### src/rtl/alu_pkg.sv
package alu_pkg;
    typedef enum logic [2:0] {
        OP_ADD  = 3'd0,
        OP_SUB  = 3'd1,
        OP_AND  = 3'd2,
        OP_OR   = 3'd3,
        OP_XNOR = 3'd4,
        OP_SRL  = 3'd5,
        OP_SLE  = 3'd6,
        OP_BAD  = 3'd7
    } alu_op_e;

    typedef enum logic [1:0] {
        ST_IDLE = 2'd0,
        ST_PREC = 2'd1,
        ST_APPX = 2'd2
    } unit_st_e;
endpackage

### src/rtl/alu_core.sv
module alu_core #(
    parameter int W = 16
) (
    input  alu_pkg::alu_op_e op,
    input  logic [W-1:0]     a,
    input  logic [W-1:0]     b,
    output logic [W-1:0]     y
);
    import alu_pkg::*;
    localparam int SHW = $clog2(W);

    always_comb begin
        unique case (op)
            OP_ADD:  y = a + b;
            OP_SUB:  y = a - b;
            OP_AND:  y = a & b;
            OP_OR:   y = a | b;
            OP_XNOR: y = ~(a ^ b);
            OP_SRL:  y = a >> b[SHW-1:0];
            OP_SLE:  y = {{(W-1){1'b0}}, (a <= b)};
            OP_BAD:  y = '0;
        endcase
    end
endmodule

### src/rtl/exc_detect.sv
module exc_detect #(
    parameter int W = 16
) (
    input  alu_pkg::alu_op_e op,
    input  logic [W-1:0]     a,
    input  logic [W-1:0]     b,
    output logic             exc
);
    import alu_pkg::*;
    logic [W-1:0] sum, dif;

    always_comb begin
        sum = a + b;
        dif = a - b;
        unique case (op)
            OP_ADD:  exc = (a[W-1] == b[W-1]) && (sum[W-1] != a[W-1]);
            OP_SUB:  exc = (a[W-1] != b[W-1]) && (dif[W-1] != a[W-1]);
            OP_BAD:  exc = 1'b1;
            default: exc = 1'b0;
        endcase
    end
endmodule

### src/rtl/err_lfsr.sv
module err_lfsr #(
    parameter logic [15:0] SEED_RST = 16'hACE1
) (
    input  logic        clk,
    input  logic        rst_n,
    input  logic        load,
    input  logic [15:0] seed,
    input  logic        step,
    output logic [15:0] state
);
    logic fb;
    assign fb = state[15] ^ state[13] ^ state[12] ^ state[10];

    always_ff @(posedge clk or negedge rst_n) begin
        if (!rst_n)    state <= SEED_RST;
        else if (load) state <= seed;
        else if (step) state <= {state[14:0], fb};
    end
endmodule

### src/rtl/approx_unit.sv
module approx_unit #(
    parameter int W          = 16,
    parameter int NOISE_BITS = 4
) (
    input  alu_pkg::alu_op_e      op,
    input  logic [W-1:0]          a,
    input  logic [W-1:0]          b,
    input  logic [NOISE_BITS-1:0] noise,
    output logic [W-1:0]          y
);
    logic [W-1:0] exact;

    alu_core #(.W(W)) u_core (.op(op), .a(a), .b(b), .y(exact));

    generate
        if (NOISE_BITS < W) begin : g_part
            assign y = exact ^ {{(W-NOISE_BITS){1'b0}}, noise};
        end else begin : g_full
            assign y = exact ^ noise[W-1:0];
        end
    endgenerate
endmodule

### src/rtl/dual_precision_alu.sv
module dual_precision_alu #(
    parameter int          W          = 16,
    parameter int          NOISE_BITS = 4,
    parameter logic [15:0] SEED_RST   = 16'hACE1
) (
    input  logic         clk,
    input  logic         rst_n,
    input  logic         seed_load,
    input  logic [15:0]  seed_value,
    input  logic         in_valid,
    input  logic         in_approx,
    input  logic [2:0]   in_op,
    input  logic [W-1:0] in_a,
    input  logic [W-1:0] in_b,
    output logic         out_valid,
    output logic [W-1:0] out_result,
    output logic         out_exception,
    output logic         pwr_en_prec,
    output logic         pwr_en_appx
);
    import alu_pkg::*;

    unit_st_e     st_q, st_d;
    logic [15:0]  lfsr_q;
    alu_op_e      op_p, op_a;
    logic [W-1:0] a_p, b_p, a_a, b_a, y_p, y_a;
    logic         exc_p;

    assign pwr_en_prec = in_valid && !in_approx;
    assign pwr_en_appx = in_valid && in_approx;

    // operand isolation: the gated copy sees constant inputs
    assign op_p = pwr_en_prec ? alu_op_e'(in_op) : OP_AND;
    assign a_p  = pwr_en_prec ? in_a : '0;
    assign b_p  = pwr_en_prec ? in_b : '0;
    assign op_a = pwr_en_appx ? alu_op_e'(in_op) : OP_AND;
    assign a_a  = pwr_en_appx ? in_a : '0;
    assign b_a  = pwr_en_appx ? in_b : '0;

    alu_core #(.W(W)) u_prec (.op(op_p), .a(a_p), .b(b_p), .y(y_p));

    exc_detect #(.W(W)) u_exc (.op(op_p), .a(a_p), .b(b_p), .exc(exc_p));

    approx_unit #(.W(W), .NOISE_BITS(NOISE_BITS)) u_appx (
        .op(op_a), .a(a_a), .b(b_a),
        .noise(lfsr_q[NOISE_BITS-1:0]), .y(y_a)
    );

    err_lfsr #(.SEED_RST(SEED_RST)) u_lfsr (
        .clk(clk), .rst_n(rst_n), .load(seed_load), .seed(seed_value),
        .step(pwr_en_appx), .state(lfsr_q)
    );

    always_comb begin
        if (!in_valid)     st_d = ST_IDLE;
        else if (in_approx) st_d = ST_APPX;
        else               st_d = ST_PREC;
    end

    always_ff @(posedge clk or negedge rst_n) begin
        if (!rst_n) st_q <= ST_IDLE;
        else        st_q <= st_d;
    end

    always_ff @(posedge clk or negedge rst_n) begin
        if (!rst_n) begin
            out_result    <= '0;
            out_exception <= 1'b0;
        end else begin
            unique case (st_d)
                ST_IDLE: out_exception <= 1'b0;
                ST_PREC: begin
                    out_result    <= y_p;
                    out_exception <= exc_p;
                end
                ST_APPX: begin
                    out_result    <= y_a;
                    out_exception <= 1'b0;
                end
                default: out_exception <= 1'b0;
            endcase
        end
    end

    assign out_valid = (st_q != ST_IDLE);
endmodule

### config.mk
export PLATFORM = sky130hd
export DESIGN_NAME = dual_precision_alu
export DESIGN_NICKNAME = d
export VERILOG_FILES = /design/src/rtl/alu_pkg.sv /design/src/rtl/alu_core.sv /design/src/rtl/exc_detect.sv /design/src/rtl/err_lfsr.sv /design/src/rtl/approx_unit.sv /design/src/rtl/dual_precision_alu.sv
export SDC_FILE = /design/constraint.sdc
export NUM_CORES = 1
export LEC_CHECK = 0
export BUFFER_PORTS_ARGS = -buffer_cell sky130_fd_sc_hd__buf_2
export CORE_AREA = 3 3 122 135
export CTS_CLUSTER_DIAMETER = 120
export DETAILED_ROUTE_END_ITERATION = 8
export DIE_AREA = 0 0 125 138
export GPL_ROUTABILITY_DRIVEN = 0
export PLACE_DENSITY = 0.67
export SETUP_SLACK_MARGIN = 0.05
export SLEW_MARGIN = 10
export SYNTH_ARGS = -nofsm -noshare
export SYNTH_HDL_FRONTEND = slang
export SYNTH_SLANG_ARGS = --single-unit
### constraint.sdc
create_clock -name clk -period 1.42 [get_ports clk]
set_input_delay 0.142 -clock clk [delete_from_list [all_inputs] [get_ports clk]]
set_output_delay 0.142 -clock clk [all_outputs]
set_load 0.05 [all_outputs]
==> reports/metrics.cfg, run 1 <==
[routing]
avgRoutedWirePerCell_um=20.2
first_pass_iters=5
wl_mm=32.2
vias=9818
drc=0
vias_per_cell=6.16
drt-initial-drc-count=987
postRouteAntennaNets=0

[place]
dp_hpwl_mm=24.5
placed_area_um2=10600
io_buffer_count=75

[floorplanning]
fp.dieH_um=138
io_pins=76
std_cell_rows=47
core_region_area_um2=15200
start_util_pct=49.7
die_w_um=125
die_area_um2=17300

[critical_path]
r2r_cells=4
start_kind=primary input
crit_arrival_ns=2.81
endpoint_kind=register
critPathKind=primary input to register
reg2reg_to=out_result[14]
startpoint=in_approx
r2r_slack_ns=-0.23
r2r_start=out_result[14]
cp_data_required_time_ns=1.62
endpoint=out_exception
crit_fanout=8

[sta]
setup_viol=17
finalClockSkew_ns=0.0112
min_period_ns=2.61
hold_violations=0
slew_headroom_pct=60.8
rsz0062_at_grt=yes
finalSetupTns_ns=-16.39
max_freq_ghz=0.383
finalWorstSetupSlack_ns=-1.19
finalCritPeriodShare_pct=184
max_slew.worst_pin.slew_ns=0.583
slew_viol_final=0

[flow_run]
max_cap_viol_count=0

[grt]
grt_pass1_vias=9383
met2_usage_pct=58.0
met3_usage_pct=7.25
grt_pass1_wl_mm=49.2
busiest_layer=met2
grt_overflow_total=0
met1_usage_pct=44.0
antenna_found_initial=0
grt.total_usage_pct=35.3
grt_max_degree=33

[power_and_ir_drop]
ir_drop_v=0.000424
leakage_nw=5.64
powerDensity_nw_per_um2=514

[clocking]
ctsHtreeMaxLevel=2
cts_root_buf=clkbuf_16
cts_tree=yes
numClockSinks=35
clk_pin_slew_ns=0.06
clk-insertion-delay-late_ns=0.30
clk_path_buf_depth=2
numCtsBuffers=5

[final_layout]
drive_gt1_share_pct=43.3
diodes=0
area_growth_pct=55.3
design_area_um2=11700
layout.nets=1553
fin_util_pct=77.1

[synth]
synth_top_flop_cell=dfrtp_1
syn-num-nets=1193
ys_types=86
async_flop_share_pct=100
ys_ff_latch=35
synth_enable_flop_cells=0
avgSynthCellArea_um2=7.27
ys_seq_area_share_pct=11.8
syn_area_um2=7530
ys.warnings.count=0
syn_inst=1037

[run_status]
violations=negative setup slack
status=complete, but fails checks

[min_path]
hp-class=primary input to register

-- state kept, by name, indices dropped and copies added, names as in the netlist --
name           count
out_exception      1
out_result        16
st_q               2
u_lfsr.state      16
-- cell type report --
cell class / instances / area [µm²]
timing repair inverter: 1 / 6.26
inverter: 106 / 420
multi-input combinational: 827 / 6870
tap: 196 / 245
fill: 1099 / 3470
sequential: 35 / 886
clock buffer: 8 / 156
timing repair buffer: 421 / 3120
-- repair_timing --
action,in CTS,in global routing
pin swaps,60,63
setup buffers,6,15
endpoints found under the hold margin,14,0
hold buffers,1,0
resized for setup,116,53
setup endpoints to repair,17,17
gates cloned,1,0
-- cells by family after synthesis --
kind of cell / count (synthesis) / synth area share [%]
xor gates and xnor gates: 37 / 4.30
DFF: 35 / 11.8
and+or+nand+nor: 323 / 21.6
AOI/OAI and AO/OA: 325 / 29.1
buffers and inverters: 175 / 9.23
adders and majority gates: 100 / 17.0
muxes: 42 / 6.97
-- through the flow --
step           power (W)  cells  setup slack, ns  hold slack (ns)
6_report         0.00601   1594            -1.19           0.0442
5_1_grt          0.00631   1594            -1.28           0.0742
4_1_cts          0.00573   1579            -1.12           0.0430
3_5_place_dp     0.00429   1564            -1.72            0.115
3_3_place_gp     0.00423   1564            -1.73            0.105
2_1_floorplan    0.00298   1037            -1.56           -0.154
-- critical path: stages --
cell and delay, ns:
buf_12 0.11, nand2b_4 0.18, inv_8 0.11, buf_8 0.14, and2_4 0.17, ha_4 0.22, a2111o_1 0.42, o2111a_2 0.29
o21ai_2 0.16, a21boi_1 0.09, or3_1 0.35, a31o_2 0.21, a31o_2 0.20
-- cell usage after synthesis, drive strengths merged, types with 5 or more instances --
| cell type | number | area, µm² |
|---|---|---|
| o21ai | 70 | 350 |
| xnor2 | 28 | 245 |
| a21oi | 74 | 370 |
| inv | 104 | 395 |
| nor3 | 21 | 110 |
| nand2b | 22 | 145 |
| nor2b | 18 | 113 |
| and2 | 18 | 113 |
| a211o | 5 | 43.8 |
| buf | 17 | 92.6 |
| nand3 | 13 | 65.1 |
| a211oi | 27 | 203 |
| o22ai | 7 | 43.8 |
| dfrtp | 27 | 676 |
| nor4 | 5 | 31.3 |
| a221oi | 10 | 93.8 |
| a31oi | 9 | 56.3 |
| nand4 | 8 | 50.1 |
| and3 | 22 | 138 |
| a22oi | 5 | 37.5 |
| a2111oi | 7 | 61.3 |
| nor2 | 61 | 229 |
| dfstp | 8 | 210 |
| or2 | 5 | 31.3 |
| clkbuf | 52 | 195 |
| xor2 | 9 | 78.8 |
| o2111ai | 6 | 52.6 |
| nor3b | 6 | 45.0 |
| mux2i | 30 | 300 |
| o221ai | 20 | 175 |
| o211ai | 21 | 158 |
| ha | 96 | 1200 |
| nand2 | 105 | 404 |
| o31ai | 9 | 67.6 |
| o21bai | 7 | 52.6 |
| mux4 | 8 | 180 |
| a21o | 12 | 97.6 |
-- cell usage in the layout (no fill, tap or decap), types with 9 or more instances in the layout --
master / netlist / final
xor2_1: 9 / 9
mux2i_1: 30 / 30
buf_4: 1 / 330
a21oi_1: 74 / 60
o211ai_1: 21 / 21
ha_1: 96 / 71
nand3_1: 13 / 12
ha_4: 0 / 20
nor2_1: 61 / 57
nor3_1: 20 / 18
and2_1: 18 / 13
xnor2_1: 28 / 24
nor2b_1: 18 / 15
buf_2: 8 / 72
nand2b_1: 21 / 20
buf_6: 2 / 10
a21oi_2: 0 / 13
nand2_1: 103 / 91
and3_1: 22 / 16
o21ai_0: 67 / 56
a211oi_1: 27 / 22
inv_1: 102 / 95
a21o_1: 11 / 11
o221ai_1: 20 / 17
dfrtp_1: 27 / 27
-- power by group --
part           total [W]  internal [W]  switching [W]
Sequential       0.00120       0.00112      0.0000781
Clock            0.00124      0.000749       0.000486
Combinational    0.00358       0.00164        0.00194
-- layer usage --
metal	up-vias	wire length, µm	share of wire (%)
met4	0	2250	7.0
met3	168	3310	10
met2	647	14700	46
met5	-	0	0
met1	4552	12000	37
li1	4451	-	-
-- worst min-delay path by stage --
stage	from	slack, ns	endpoint	depth (start not counted)
after floorplan	rst_n	-0.15	out_exception	0
after CTS	seed_value[8]	0.04	u_lfsr.state[8]	3
after detailed placement	rst_n	0.12	out_result[1]	1
after global placement	rst_n	0.10	out_result[1]	1
after global routing	seed_value[6]	0.07	u_lfsr.state[6]	3
final	seed_value[8]	0.04	u_lfsr.state[8]	3
No activity file was read; power rests on OpenSTA's default activity.
==> run 2, diff against run 1 <==
--- a/config.mk
+++ b/config.mk
@@ -6,14 +6,15 @@
 export NUM_CORES = 1
 export LEC_CHECK = 0
 export BUFFER_PORTS_ARGS = -buffer_cell sky130_fd_sc_hd__buf_2
-export CORE_AREA = 3 3 122 135
+export CORE_AREA = 3 3 133 148
 export CTS_CLUSTER_DIAMETER = 120
 export DETAILED_ROUTE_END_ITERATION = 8
-export DIE_AREA = 0 0 125 138
+export DIE_AREA = 0 0 136 151
 export GPL_ROUTABILITY_DRIVEN = 0
-export PLACE_DENSITY = 0.67
+export PLACE_DENSITY = 0.66
 export SETUP_SLACK_MARGIN = 0.05
-export SLEW_MARGIN = 10
+export SLEW_MARGIN = 5
 export SYNTH_ARGS = -nofsm -noshare
 export SYNTH_HDL_FRONTEND = slang
+export SYNTH_HIERARCHICAL = 1
 export SYNTH_SLANG_ARGS = --single-unit
==> reports/metrics.cfg, run 2 <==
[floorplanning]
core_region_area_um2=18300
start_util_pct=49.7
std_cell_rows=52
die_area_um2=20500
fp.dieH_um=151
io_pins=76
die_w_um=136

[routing]
postRouteAntennaNets=0
wl_mm=41.5
avgRoutedWirePerCell_um=21.6
vias_per_cell=6.34
vias=12174
drt-initial-drc-count=1677
drc=8
first_pass_iters=9

[clocking]
numCtsBuffers=5
cts_root_buf=clkbuf_16
clk_path_buf_depth=2
ctsHtreeMaxLevel=2
numClockSinks=35
cts_tree=yes
clk_pin_slew_ns=0.05
clk-insertion-delay-late_ns=0.27

[critical_path]
endpoint_kind=register
r2r_slack_ns=0.39
crit_arrival_ns=3.08
crit_fanout=9
r2r_cells=3
critPathKind=primary input to register
r2r_start=u_lfsr/state[10]
cp_data_required_time_ns=1.57
reg2reg_to=u_lfsr/state[0]
start_kind=primary input

[final_layout]
design_area_um2=14300
drive_gt1_share_pct=46.1
multi_input_area_um2=8540
area_growth_pct=56.6
mostFrequentLayoutCell=buf_4
layout_common_cells=buf_4 (404), inv_1 (101), nor2_1 (95), a21oi_1 (91), nand2_1 (87)
seq_area_um2=886
top_regs=out_result x16, u_lfsr/state x16, st_q x2
layout.nets=1860
n_fill_cell=1230
diodes=0

[place]
dp_hpwl_mm=30.1
io_buffer_count=75
placed_area_um2=12400

[sta]
slew_viol_final=0
finalWorstSetupSlack_ns=-1.51
finalSetupTns_ns=-22.65
setup_viol=17
slew_headroom_pct=67.9
finalCritPeriodShare_pct=207
min_period_ns=2.93
hold_violations=0
rsz0062_at_grt=yes
max_slew.worst_pin.slew_ns=0.482
max_freq_ghz=0.341
finalClockSkew_ns=0.00241

[grt]
grt_pass1_vias=11282
grt_overflow_total=0
antenna_found_initial=0
grt_max_degree=48
grt.total_usage_pct=36.3
grt_pass1_wl_mm=59.1

[synth]
syn-num-nets=1419
yosys.area.top_type_share_pct=17.0
ys.warnings.count=6
syn_area_um2=9110
avgSynthCellArea_um2=7.38
async_flop_share_pct=100
yosys-top-cells-area=ha_1 (17%), mux2i_1 (7.6%), dfrtp_1 (7.4%)
synth_enable_flop_cells=0
synth_common_cells=ha_1 (124), inv_1 (115), a21oi_1 (113)
ys_ff_latch=35
ys_types=95
synth.most_common_cell=ha_1
synth_top_flop_cell=dfrtp_1
syn_inst=1235
ys_seq_area_share_pct=9.72
synth_top_area_cell=ha_1

[min_path]
hp-start=seed_value[10]
min_path_cells=3
hp-class=primary input to register
hold_end=u_lfsr/state[10]

[power_and_ir_drop]
leakage_nw=6.62
powerDensity_nw_per_um2=470
ir_drop_v=0.000911

[run_status]
status=complete, but fails checks
violations=design-rule violations, negative setup slack

[flow_run]
max_cap_viol_count=0

run 2: cell types whose count changed after synthesis, sizes merged, moves of 19 or more:
cell   previous run  this run
ha               96       124
a21oi            74       117
xnor2            28         9
mux2i            30        69
and2             18        39
o22ai             7        30
nor2             61       108
run 2: worst max-delay path by stage:
stage	slack, ns	startpoint	end
after floorplan	-1.70	in_approx	out_result[11]
after global placement	-1.90	in_valid	out_result[15]
after detailed placement	-1.90	in_valid	out_result[15]
after CTS	-1.34	in_valid	out_result[14]
after global routing	-1.58	in_valid	out_result[14]
final	-1.51	in_valid	out_result[0]
run 2: where the power goes:
group	internal (W)	total [W]	leakage [nW]	switching [W]
clock network	0.000646	0.00103	0.0669	0.000388
logic	0.00206	0.00447	6.14	0.00241
registers	0.00113	0.00121	0.413	0.0000797
total	0.00383	0.00671	6.62	0.00288
run 2: cells by family (layout without fill, tap and decap cells):
family / after synthesis / in the layout / synth area share [%]
xor gates and xnor gates: 19 / 19 / 1.91
DFF: 35 / 35 / 9.72
adders and majority gates: 128 / 128 / 17.9
muxes: 85 / 85 / 11.4
AOI/OAI and AO/OA: 379 / 379 / 27.5
and+or+nand+nor: 394 / 394 / 21.5
buffers and inverters: 195 / 637 / 10.0
run 2: metrics by stage:
stage	worst slack (ns)	power [W]	hold WS [ns]	std cells	util, %
floorplan	-1.70	0.00330	-0.154	1235	-
global placement	-1.90	0.00475	0.117	1872	67.9
detailed placement	-1.90	0.00481	0.123	1872	67.9
CTS	-1.34	0.00625	0.0675	1902	74.2
global route	-1.58	0.00701	0.0795	1920	77.8
finish	-1.51	0.00671	0.0720	1920	77.8
run 2: layer usage:
| metal | global-route usage, % | wire length (µm) | share of wire [%] |
|---|---|---|---|
| met1 | 47.1 | 15800 | 38 |
| met2 | 57.2 | 17700 | 43 |
| met3 | 6.38 | 4690 | 11 |
| met4 | 20.2 | 3290 | 7.9 |
| met5 | 0 | 0 | 0 |
run 2: what timing repair did:
item,CTS,global route
resized for setup,171,117
hold buffers,1,0
setup buffers,18,21
endpoints found under the setup margin,20,18
endpoints found under the hold margin,13,0
cloned,4,0
pin swaps,64,60
run 2: layout make-up:
type                       count  area share (%)
inverter                     119            3.21
sequential                    35            6.21
timing repair buffer         510            27.6
clock buffer                   6           0.903
clock inverter                 2          0.0877
multi-input combinational   1005            59.9
tap                          243            2.13
run 2: critical path, stage by stage:
cell and delay, ns:
buf_12 0.12, nor2b_4 0.15, buf_4 0.13, buf_6 0.12, buf_6 0.13, buf_8 0.13
and2_1 0.18, buf_4 0.16, mux2i_1 0.27, a21oi_2 0.18, mux2i_1 0.38, o22ai_1 0.24
o32ai_1 0.24, nand3_1 0.20, mux2i_1 0.20, a21oi_1 0.09
